$ cat config.mk
export PLATFORM = sky130hd
export DESIGN_NAME = pct_tap_top
export DESIGN_NICKNAME = d
export VERILOG_FILES = /design/src/rtl/pct_pkg.sv /design/src/rtl/pct_trap_bank.sv /design/src/rtl/pct_stereo_ser.sv /design/src/rtl/pct_tdm_ser.sv /design/src/rtl/pct_tap_top.sv
export SDC_FILE = /design/constraint.sdc
export NUM_CORES = 1
export LEC_CHECK = 0
export BUFFER_PORTS_ARGS = -buffer_cell sky130_fd_sc_hd__buf_2
export CORE_MARGIN = 2
export CORE_UTILIZATION = 35
export CTS_CLUSTER_DIAMETER = 40
export CTS_CLUSTER_SIZE = 20
export DETAILED_ROUTE_END_ITERATION = 6
export SYNTH_ARGS = -nofsm -noshare
export SYNTH_HDL_FRONTEND = slang
export SYNTH_SLANG_ARGS = --single-unit
$ cat constraint.sdc
create_clock -name clk -period 3.9 [get_ports clk]
set_input_delay 0.39 -clock clk [delete_from_list [all_inputs] [get_ports clk]]
set_output_delay 0.39 -clock clk [all_outputs]
set_load 0.05 [all_outputs]
$ cat src/rtl/pct_pkg.sv
package pct_pkg;
  // Register addresses; the channel order follows these addresses.
  localparam int ADDR_STEREO0 = 263;
  localparam int ADDR_MODE    = 267;
  localparam int ADDR_TDM0    = 268;
  localparam logic [1:0] MODE_TDM_ON = 2'b01;
endpackage

$ cat src/rtl/pct_trap_bank.sv
module pct_trap_bank #(
  parameter int PC_W  = 9,
  parameter int IN_W  = 26,
  parameter int OUT_W = 24,
  parameter int N_CH  = 8,
  parameter int AW    = 9
) (
  input  logic                        clk,
  input  logic                        rst_n,
  input  logic                        reg_wr,
  input  logic [AW-1:0]               reg_addr,
  input  logic [PC_W-1:0]             reg_wdata,
  input  logic                        dsp_valid,
  input  logic [PC_W-1:0]             dsp_pc,
  input  logic [IN_W-1:0]             dsp_word,
  output logic [N_CH-1:0][OUT_W-1:0]  cap_o
);
  import pct_pkg::*;

  localparam int GW = IN_W - OUT_W + 1;

  logic [GW-1:0]    guard;
  logic [OUT_W-1:0] sat_word;

  // Saturate the 3.23 word to a 24-bit word
  always_comb begin
    guard = dsp_word[IN_W-1 -: GW];
    if ((&guard) || !(|guard))
      sat_word = dsp_word[OUT_W-1:0];
    else if (dsp_word[IN_W-1])
      sat_word = {1'b1, {(OUT_W-1){1'b0}}};
    else
      sat_word = {1'b0, {(OUT_W-1){1'b1}}};
  end

  logic [N_CH-1:0][PC_W-1:0] trap_q;

  for (genvar g = 0; g < N_CH; g++) begin : g_ch
    localparam logic [AW-1:0] CH_ADDR =
      (g < 2) ? AW'(ADDR_STEREO0 + g) : AW'(ADDR_TDM0 + g - 2);

    logic hit;
    assign hit = dsp_valid && (dsp_pc == trap_q[g]);

    always_ff @(posedge clk) begin
      if (!rst_n) begin
        trap_q[g] <= '0;
        cap_o[g]  <= '0;
      end else begin
        if (reg_wr && reg_addr == CH_ADDR) trap_q[g] <= reg_wdata;
        if (hit) cap_o[g] <= sat_word;
      end
    end

    // no capture without a valid matching beat
    a_r3_hold_no_hit: assert property (@(posedge clk) disable iff (!rst_n)
      !(dsp_valid && dsp_pc == trap_q[g]) |=> $stable(cap_o[g]));
  end

  // a word whose guard bits agree passes unchanged
  a_r4_in_range_passes: assert property (@(posedge clk) disable iff (!rst_n)
    (dsp_valid && dsp_pc == trap_q[0] && dsp_word[IN_W-1:OUT_W-1] == '0)
      |=> cap_o[0] == $past(dsp_word[OUT_W-1:0]));
endmodule

$ cat src/rtl/pct_stereo_ser.sv
module pct_stereo_ser #(
  parameter int OUT_W = 24,
  parameter int CNT_W = 6
) (
  input  logic             clk,
  input  logic             rst_n,
  input  logic             sclk,
  input  logic             fclk,
  input  logic [OUT_W-1:0] cap_l,
  input  logic [OUT_W-1:0] cap_r,
  output logic             sdo
);
  logic             sclk_q;
  logic             fclk_seen;
  logic [OUT_W-1:0] sr;
  logic [OUT_W-1:0] pend_r;
  logic [CNT_W-1:0] bcnt;
  logic             fall;

  assign fall = sclk_q && !sclk;
  assign sdo  = sr[OUT_W-1];

  always_ff @(posedge clk) begin
    if (!rst_n) begin
      sclk_q    <= 1'b0;
      fclk_seen <= 1'b0;
      sr        <= '0;
      pend_r    <= '0;
      bcnt      <= '0;
    end else begin
      sclk_q <= sclk;
      if (fall) begin
        if (fclk != fclk_seen) begin
          fclk_seen <= fclk;
          bcnt      <= '0;
          if (fclk) begin
            sr     <= cap_l;
            pend_r <= cap_r;
          end else begin
            sr <= pend_r;
          end
        end else begin
          sr <= {sr[OUT_W-2:0], 1'b0};
          if (bcnt != '1) bcnt <= bcnt + 1'b1;
        end
      end
    end
  end

  // padding bits after the 24-bit word are zero
  a_r5_pad_zero: assert property (@(posedge clk) disable iff (!rst_n)
    (int'(bcnt) >= OUT_W) |-> !sdo);
  // right word is latched only at the start of a left word
  a_r6_right_latch_at_frame: assert property (@(posedge clk) disable iff (!rst_n)
    !$stable(pend_r) |-> (fclk_seen && bcnt == '0));
endmodule

$ cat src/rtl/pct_tdm_ser.sv
module pct_tdm_ser #(
  parameter int OUT_W  = 24,
  parameter int N_TCH  = 6,
  parameter int SLOT_W = 32,
  parameter int SLOTS  = 8,
  parameter int DIV    = 1
) (
  input  logic                        clk,
  input  logic                        rst_n,
  input  logic                        en,
  input  logic [N_TCH-1:0][OUT_W-1:0] caps,
  output logic                        tbclk,
  output logic                        tfs,
  output logic                        tdo
);
  localparam int FRAME = SLOT_W * SLOTS;
  localparam int BW    = $clog2(FRAME);
  localparam int SIW   = $clog2(SLOTS);
  localparam int PW    = $clog2(SLOT_W);
  localparam int DCW   = (DIV > 1) ? $clog2(DIV) : 1;

  logic [DCW-1:0]              dcnt;
  logic [BW-1:0]               bitc;
  logic [BW-1:0]               nb;
  logic [SIW-1:0]              slot;
  logic [PW-1:0]               pos;
  logic                        nbit;
  logic [N_TCH-1:0][OUT_W-1:0] hold;

  always_comb begin
    nb   = bitc + 1'b1;
    slot = nb[BW-1 -: SIW];
    pos  = nb[PW-1:0];
    nbit = 1'b0;
    if (int'(slot) < N_TCH && int'(pos) < OUT_W)
      nbit = hold[slot][OUT_W-1-int'(pos)];
  end

  always_ff @(posedge clk) begin
    if (!rst_n) begin
      dcnt  <= '0;
      tbclk <= 1'b0;
      bitc  <= BW'(FRAME - 2);
      tfs   <= 1'b0;
      tdo   <= 1'b0;
      hold  <= '0;
    end else if (!en) begin
      dcnt  <= '0;
      tbclk <= 1'b0;
      bitc  <= BW'(FRAME - 2);
      tfs   <= 1'b0;
      tdo   <= 1'b0;
    end else if (dcnt == DCW'(DIV - 1)) begin
      dcnt  <= '0;
      tbclk <= !tbclk;
      if (tbclk) begin
        bitc <= nb;
        tfs  <= (nb == BW'(FRAME - 1));
        tdo  <= nbit;
        if (nb == BW'(FRAME - 1)) hold <= caps;
      end
    end else begin
      dcnt <= dcnt + 1'b1;
    end
  end

  // outputs quiet while disabled
  a_r7_quiet_when_off: assert property (@(posedge clk) disable iff (!rst_n)
    !en |=> (!tbclk && !tfs && !tdo));
  // frame sync sits in the zero slot 7
  a_r9_fs_in_zero_slot: assert property (@(posedge clk) disable iff (!rst_n)
    tfs |-> !tdo);
  // holding words change only together with frame sync
  a_r10_hold_at_sync: assert property (@(posedge clk) disable iff (!rst_n)
    !$stable(hold) |-> tfs);
endmodule

$ cat src/rtl/pct_tap_top.sv
module pct_tap_top #(
  parameter int PC_W    = 9,
  parameter int IN_W    = 26,
  parameter int OUT_W   = 24,
  parameter int AW      = 9,
  parameter int TDM_DIV = 1
) (
  input  logic            clk,
  input  logic            rst_n,
  input  logic            reg_wr,
  input  logic [AW-1:0]   reg_addr,
  input  logic [PC_W-1:0] reg_wdata,
  input  logic            dsp_valid,
  input  logic [PC_W-1:0] dsp_pc,
  input  logic [IN_W-1:0] dsp_word,
  input  logic            ser_bclk,
  input  logic            ser_lrclk,
  output logic            ser_dout,
  output logic            tdm_bclk,
  output logic            tdm_fs,
  output logic            tdm_dout
);
  import pct_pkg::*;

  localparam int N_TCH = 6;
  localparam int N_CH  = 2 + N_TCH;

  logic [N_CH-1:0][OUT_W-1:0] cap;
  logic [1:0]                 mode_q;
  logic                       tdm_en;

  always_ff @(posedge clk) begin
    if (!rst_n) mode_q <= 2'b00;
    else if (reg_wr && reg_addr == AW'(ADDR_MODE)) mode_q <= reg_wdata[1:0];
  end
  assign tdm_en = (mode_q == MODE_TDM_ON);

  pct_trap_bank #(.PC_W(PC_W), .IN_W(IN_W), .OUT_W(OUT_W), .N_CH(N_CH), .AW(AW)) i_bank (
    .clk(clk), .rst_n(rst_n), .reg_wr(reg_wr), .reg_addr(reg_addr),
    .reg_wdata(reg_wdata), .dsp_valid(dsp_valid), .dsp_pc(dsp_pc),
    .dsp_word(dsp_word), .cap_o(cap));

  pct_stereo_ser #(.OUT_W(OUT_W)) i_stereo (
    .clk(clk), .rst_n(rst_n), .sclk(ser_bclk), .fclk(ser_lrclk),
    .cap_l(cap[0]), .cap_r(cap[1]), .sdo(ser_dout));

  pct_tdm_ser #(.OUT_W(OUT_W), .N_TCH(N_TCH), .DIV(TDM_DIV)) i_tdm (
    .clk(clk), .rst_n(rst_n), .en(tdm_en), .caps(cap[N_CH-1:2]),
    .tbclk(tdm_bclk), .tfs(tdm_fs), .tdo(tdm_dout));

  // mode field cleared by reset keeps the TDM pins low
  a_r1_reset_mode: assert property (@(posedge clk)
    !rst_n |=> (mode_q == 2'b00));
endmodule

==> out/qor.txt <==
Nets -> 2401
First-pass GRT wire length -> 89490 um
Sw frac -> 0.2339
Async S/R FF share, synth -> 0
Proportion of netlist area held by the largest area contributor -> 0.4480
Placer Congestion -> 0.8732
Drt wl/cell -> 17.76 um
Gr usage total -> 0.1781
Register area share after synthesis -> 0.4480
Reg power frac -> 0.416
Final hold viol count -> 0
Initial antenna violation count -> 0
Worst R2R End -> i_tdm.hold[95]
Pwr dens -> 473.6 nW/um^2
Max_slew headroom -> 0.2398
CTS tree -> yes
Critical path type -> reg -> reg
Die area -> 62250 sq um
R2R Path Start -> i_tdm.bitc[0]
Htree depth -> 3
Grt ovf -> 0
Slew @ Worst Pin -> 1140 ps
Met3 usage in global routing -> 0.02733
Hold path cells -> 2
Post-synth cell types -> 68
Hold endpoint -> i_stereo.sclk_q
Main area contributors after synthesis -> dfxtp_1, mux2i_1, nand2_1, nor2b_1, a21boi_1
Layout cells sized above 1 -> 0.1099
# setup viols final -> 0
GR peak layer -> met2
DRT antenna net count -> 0
Met1 Use GR -> 0.2398
Synth warn -> 0
Clk_lat worst skew -> 600 ps
Max IR drop VDD -> 0.3006 mV
Area Overhead vs Synth -> 16.06%
Detailed Route WL -> 56230 um
I/O pin cnt -> 63
Sum Neg Setup Slack -> 0 ps
Post-Syn Nets -> 2396
Min-Delay Startpoint -> ser_bclk
Starting Density -> 0.3554
Routed via count -> 16170
DRC -> 0
Crit share post-route -> 0.9011
Status -> complete, no violations
CP max FO -> 92
Synth Area per Inst -> 9.041 sq um
Register-to-Register Setup Slack -> 390 ps
Hpwl dp -> 34520 um
Core Area -> 59350 sq um
Clock buffer depth -> 3
GR Util met2 -> 0.2874
R2R depth -> 10
Post-synth EDFFs -> 0
Cell taking the most area after synthesis -> dfxtp_1
Leakage power -> 7.971 nW
Post-synthesis instance total -> 2333
Largest net degree at the start of global routing -> 234
CP Launch Type -> flop
Fmax -> 284.5 MHz
Yosys reg bits -> 472
P_int -> 8.882 mW
Num rows -> 89
Switch Pwr -> 2.712 mW
Root Buffer -> clkbuf_16
Hold Buf Count CTS -> 0
Clk pin slew, worst setup/hold paths -> 60 ps
Vias in the first global route -> 15960
Initial DRC count -> 1129
Sink Count -> 472
Setup crit end kind -> flop
Combinational power share -> 0.035
Setup Buffers After CTS -> 0
Vias/cell -> 5.108
Total power -> 11.59 mW
Synthesized area -> 21090 sq um
Die Y -> 249.5 um
Clock group share of total power -> 0.549
Die width -> 249.5 um
Arrival time at the worst endpoint -> 3980 ps
PortBufs -> 62
CP required -> 4370 ps
Maxcap violations -> 0
Final Max Slew Viols -> 0
RSZ-0062 raised after global routing -> no
Synth Flop Type -> dfxtp_1
TritonCTS buffer count -> 67
Min-Delay Path Class -> in -> reg
Clock period minus final worst setup slack -> 3514 ps
Post-CTS resize count -> 0
Final Skew -> 24.79 ps
Filler cells -> 5855
DRT Pass-1 Iters -> 6
==> worst max-delay path by stage <==
stage / from / to / slack (ps)
global route: i_tdm.bitc[0] / i_tdm.hold[95] / 210
global placement: i_tdm.bitc[0] / i_tdm.hold[67] / 600
floorplan: i_tdm.bitc[1] / i_tdm.hold[100] / 980
finish: i_tdm.bitc[0] / i_tdm.hold[95] / 390
CTS: i_tdm.bitc[0] / i_tdm.hold[95] / 460
detailed placement: i_tdm.bitc[0] / i_tdm.hold[95] / 490
==> power groups by stage <==
stage	clock [mW]	combinational, mW	sequential, mW
after floorplan	0	0.259	4.93
after global placement	0	0.400	4.93
after detailed placement	0	0.403	4.93
after CTS	6.48	0.405	4.83
after global routing	6.70	0.431	4.82
final	6.36	0.405	4.83
==> registers in the layout (all words and copies together) (netlist names) <==
name	count
i_tdm.tbclk	1
i_bank.trap_q	72
i_stereo.sr	24
i_tdm.dcnt	1
i_tdm.hold	144
i_tdm.tdo	1
i_tdm.bitc	8
i_bank.cap_o	192
i_stereo.fclk_seen	1
i_tdm.tfs	1
mode_q	2
i_stereo.pend_r	24
i_stereo.sclk_q	1
==> metrics by stage <==
stage	hold slack (ps)	util	instance area, sq um	setup WS (ps)	cells
2_1_floorplan	429.6	-	21090	977.0	2333
4_1_cts	1.318	0.4124	24480	458.2	3165
3_3_place_gp	436.4	0.3724	22100	597.4	3042
5_1_grt	21.48	0.4124	24480	210.3	3165
6_report	27.56	0.4125	24480	385.5	3166
3_5_place_dp	442.6	0.3724	22100	485.9	3042
==> cells in the mapped netlist, types with 3 or more instances <==
master,instances
mux4_2,3
nand2b_1,9
nand2_1,495
a31oi_1,8
mux2i_1,293
buf_6,7
a21boi_0,96
ha_1,4
mux2_2,10
nand4_1,22
clkbuf_1,132
o211a_1,9
buf_2,19
o22ai_1,5
a211oi_1,19
buf_4,7
xnor2_1,78
a21oi_1,11
buf_1,10
or3_1,12
nor4_1,4
o32ai_1,3
nand3_1,26
o211ai_1,3
nor3_1,26
a2111oi_0,6
nor2_1,67
o21ai_0,44
a21boi_1,109
and2_1,5
a311oi_1,5
nor3b_1,3
inv_1,6
dfxtp_1,472
nor2b_1,252
and3_1,14
==> kinds of logic after synthesis <==
kind of cell / share of synthesized area
adder cells (fa/ha/maj): 0.002373
other: 0.0001778
AO/OA/AOI/OAI: 0.1190
multiplexers: 0.1476
buffers and inverters: 0.03725
AND/OR/NAND/NOR: 0.2128
flip-flops: 0.4480
XOR/XNOR: 0.03280
==> layer usage <==
metal | wire, um | part of all wire
met4 | 1492 | 0.027
met1 | 27190 | 0.48
met2 | 25210 | 0.45
met3 | 2336 | 0.042
met5 | 0 | 0
==> cells in the final DEF (no fill, tap or decap), drive strengths merged, types with 3 or more instances in the layout <==
| cell type | instances |
|---|---|
| a2111oi | 6 |
| a211oi | 19 |
| a21boi | 205 |
| a21oi | 11 |
| a311oi | 5 |
| a31oi | 8 |
| and2 | 5 |
| and3 | 14 |
| buf | 111 |
| bufinv | 7 |
| clkbuf | 77 |
| clkinv | 19 |
| clkinvlp | 7 |
| dfxtp | 472 |
| ha | 4 |
| inv | 20 |
| mux2 | 10 |
| mux2i | 293 |
| mux4 | 3 |
| nand2 | 495 |
| nand2b | 9 |
| nand3 | 27 |
| nand4 | 23 |
| nor2 | 67 |
| nor2b | 252 |
| nor3 | 26 |
| nor3b | 3 |
| nor4 | 4 |
| o211a | 9 |
| o211ai | 3 |
| o21ai | 44 |
| o22ai | 5 |
| o32ai | 3 |
| or3 | 12 |
| xnor2 | 78 |
==> critical path: stages (launching register included) <==
cell      delay [ps]
dfxtp_1          480
ha_1             350
nand3_2          180
or3_1            410
nand2_1          120
nand2_1           90
or3_1            450
or3b_4           680
buf_12           330
nand2_1          120
a21boi_0          90
==> final cells by class <==
| type | count | area, sq um | share of cell area |
|---|---|---|---|
| well taps | 773 | 967.2 | 0.03951 |
| clock buffers | 77 | 1818 | 0.07426 |
| repair buffers | 111 | 738.2 | 0.03015 |
| clock inverters | 46 | 556.8 | 0.02274 |
| inverters | 7 | 26.28 | 0.001073 |
| flip-flops and latches | 472 | 9449 | 0.3860 |
| diodes | 1 | 2.502 | 0.0001022 |
| multi-input cells | 1679 | 10920 | 0.4462 |
Power figures use the tool's default switching activity.
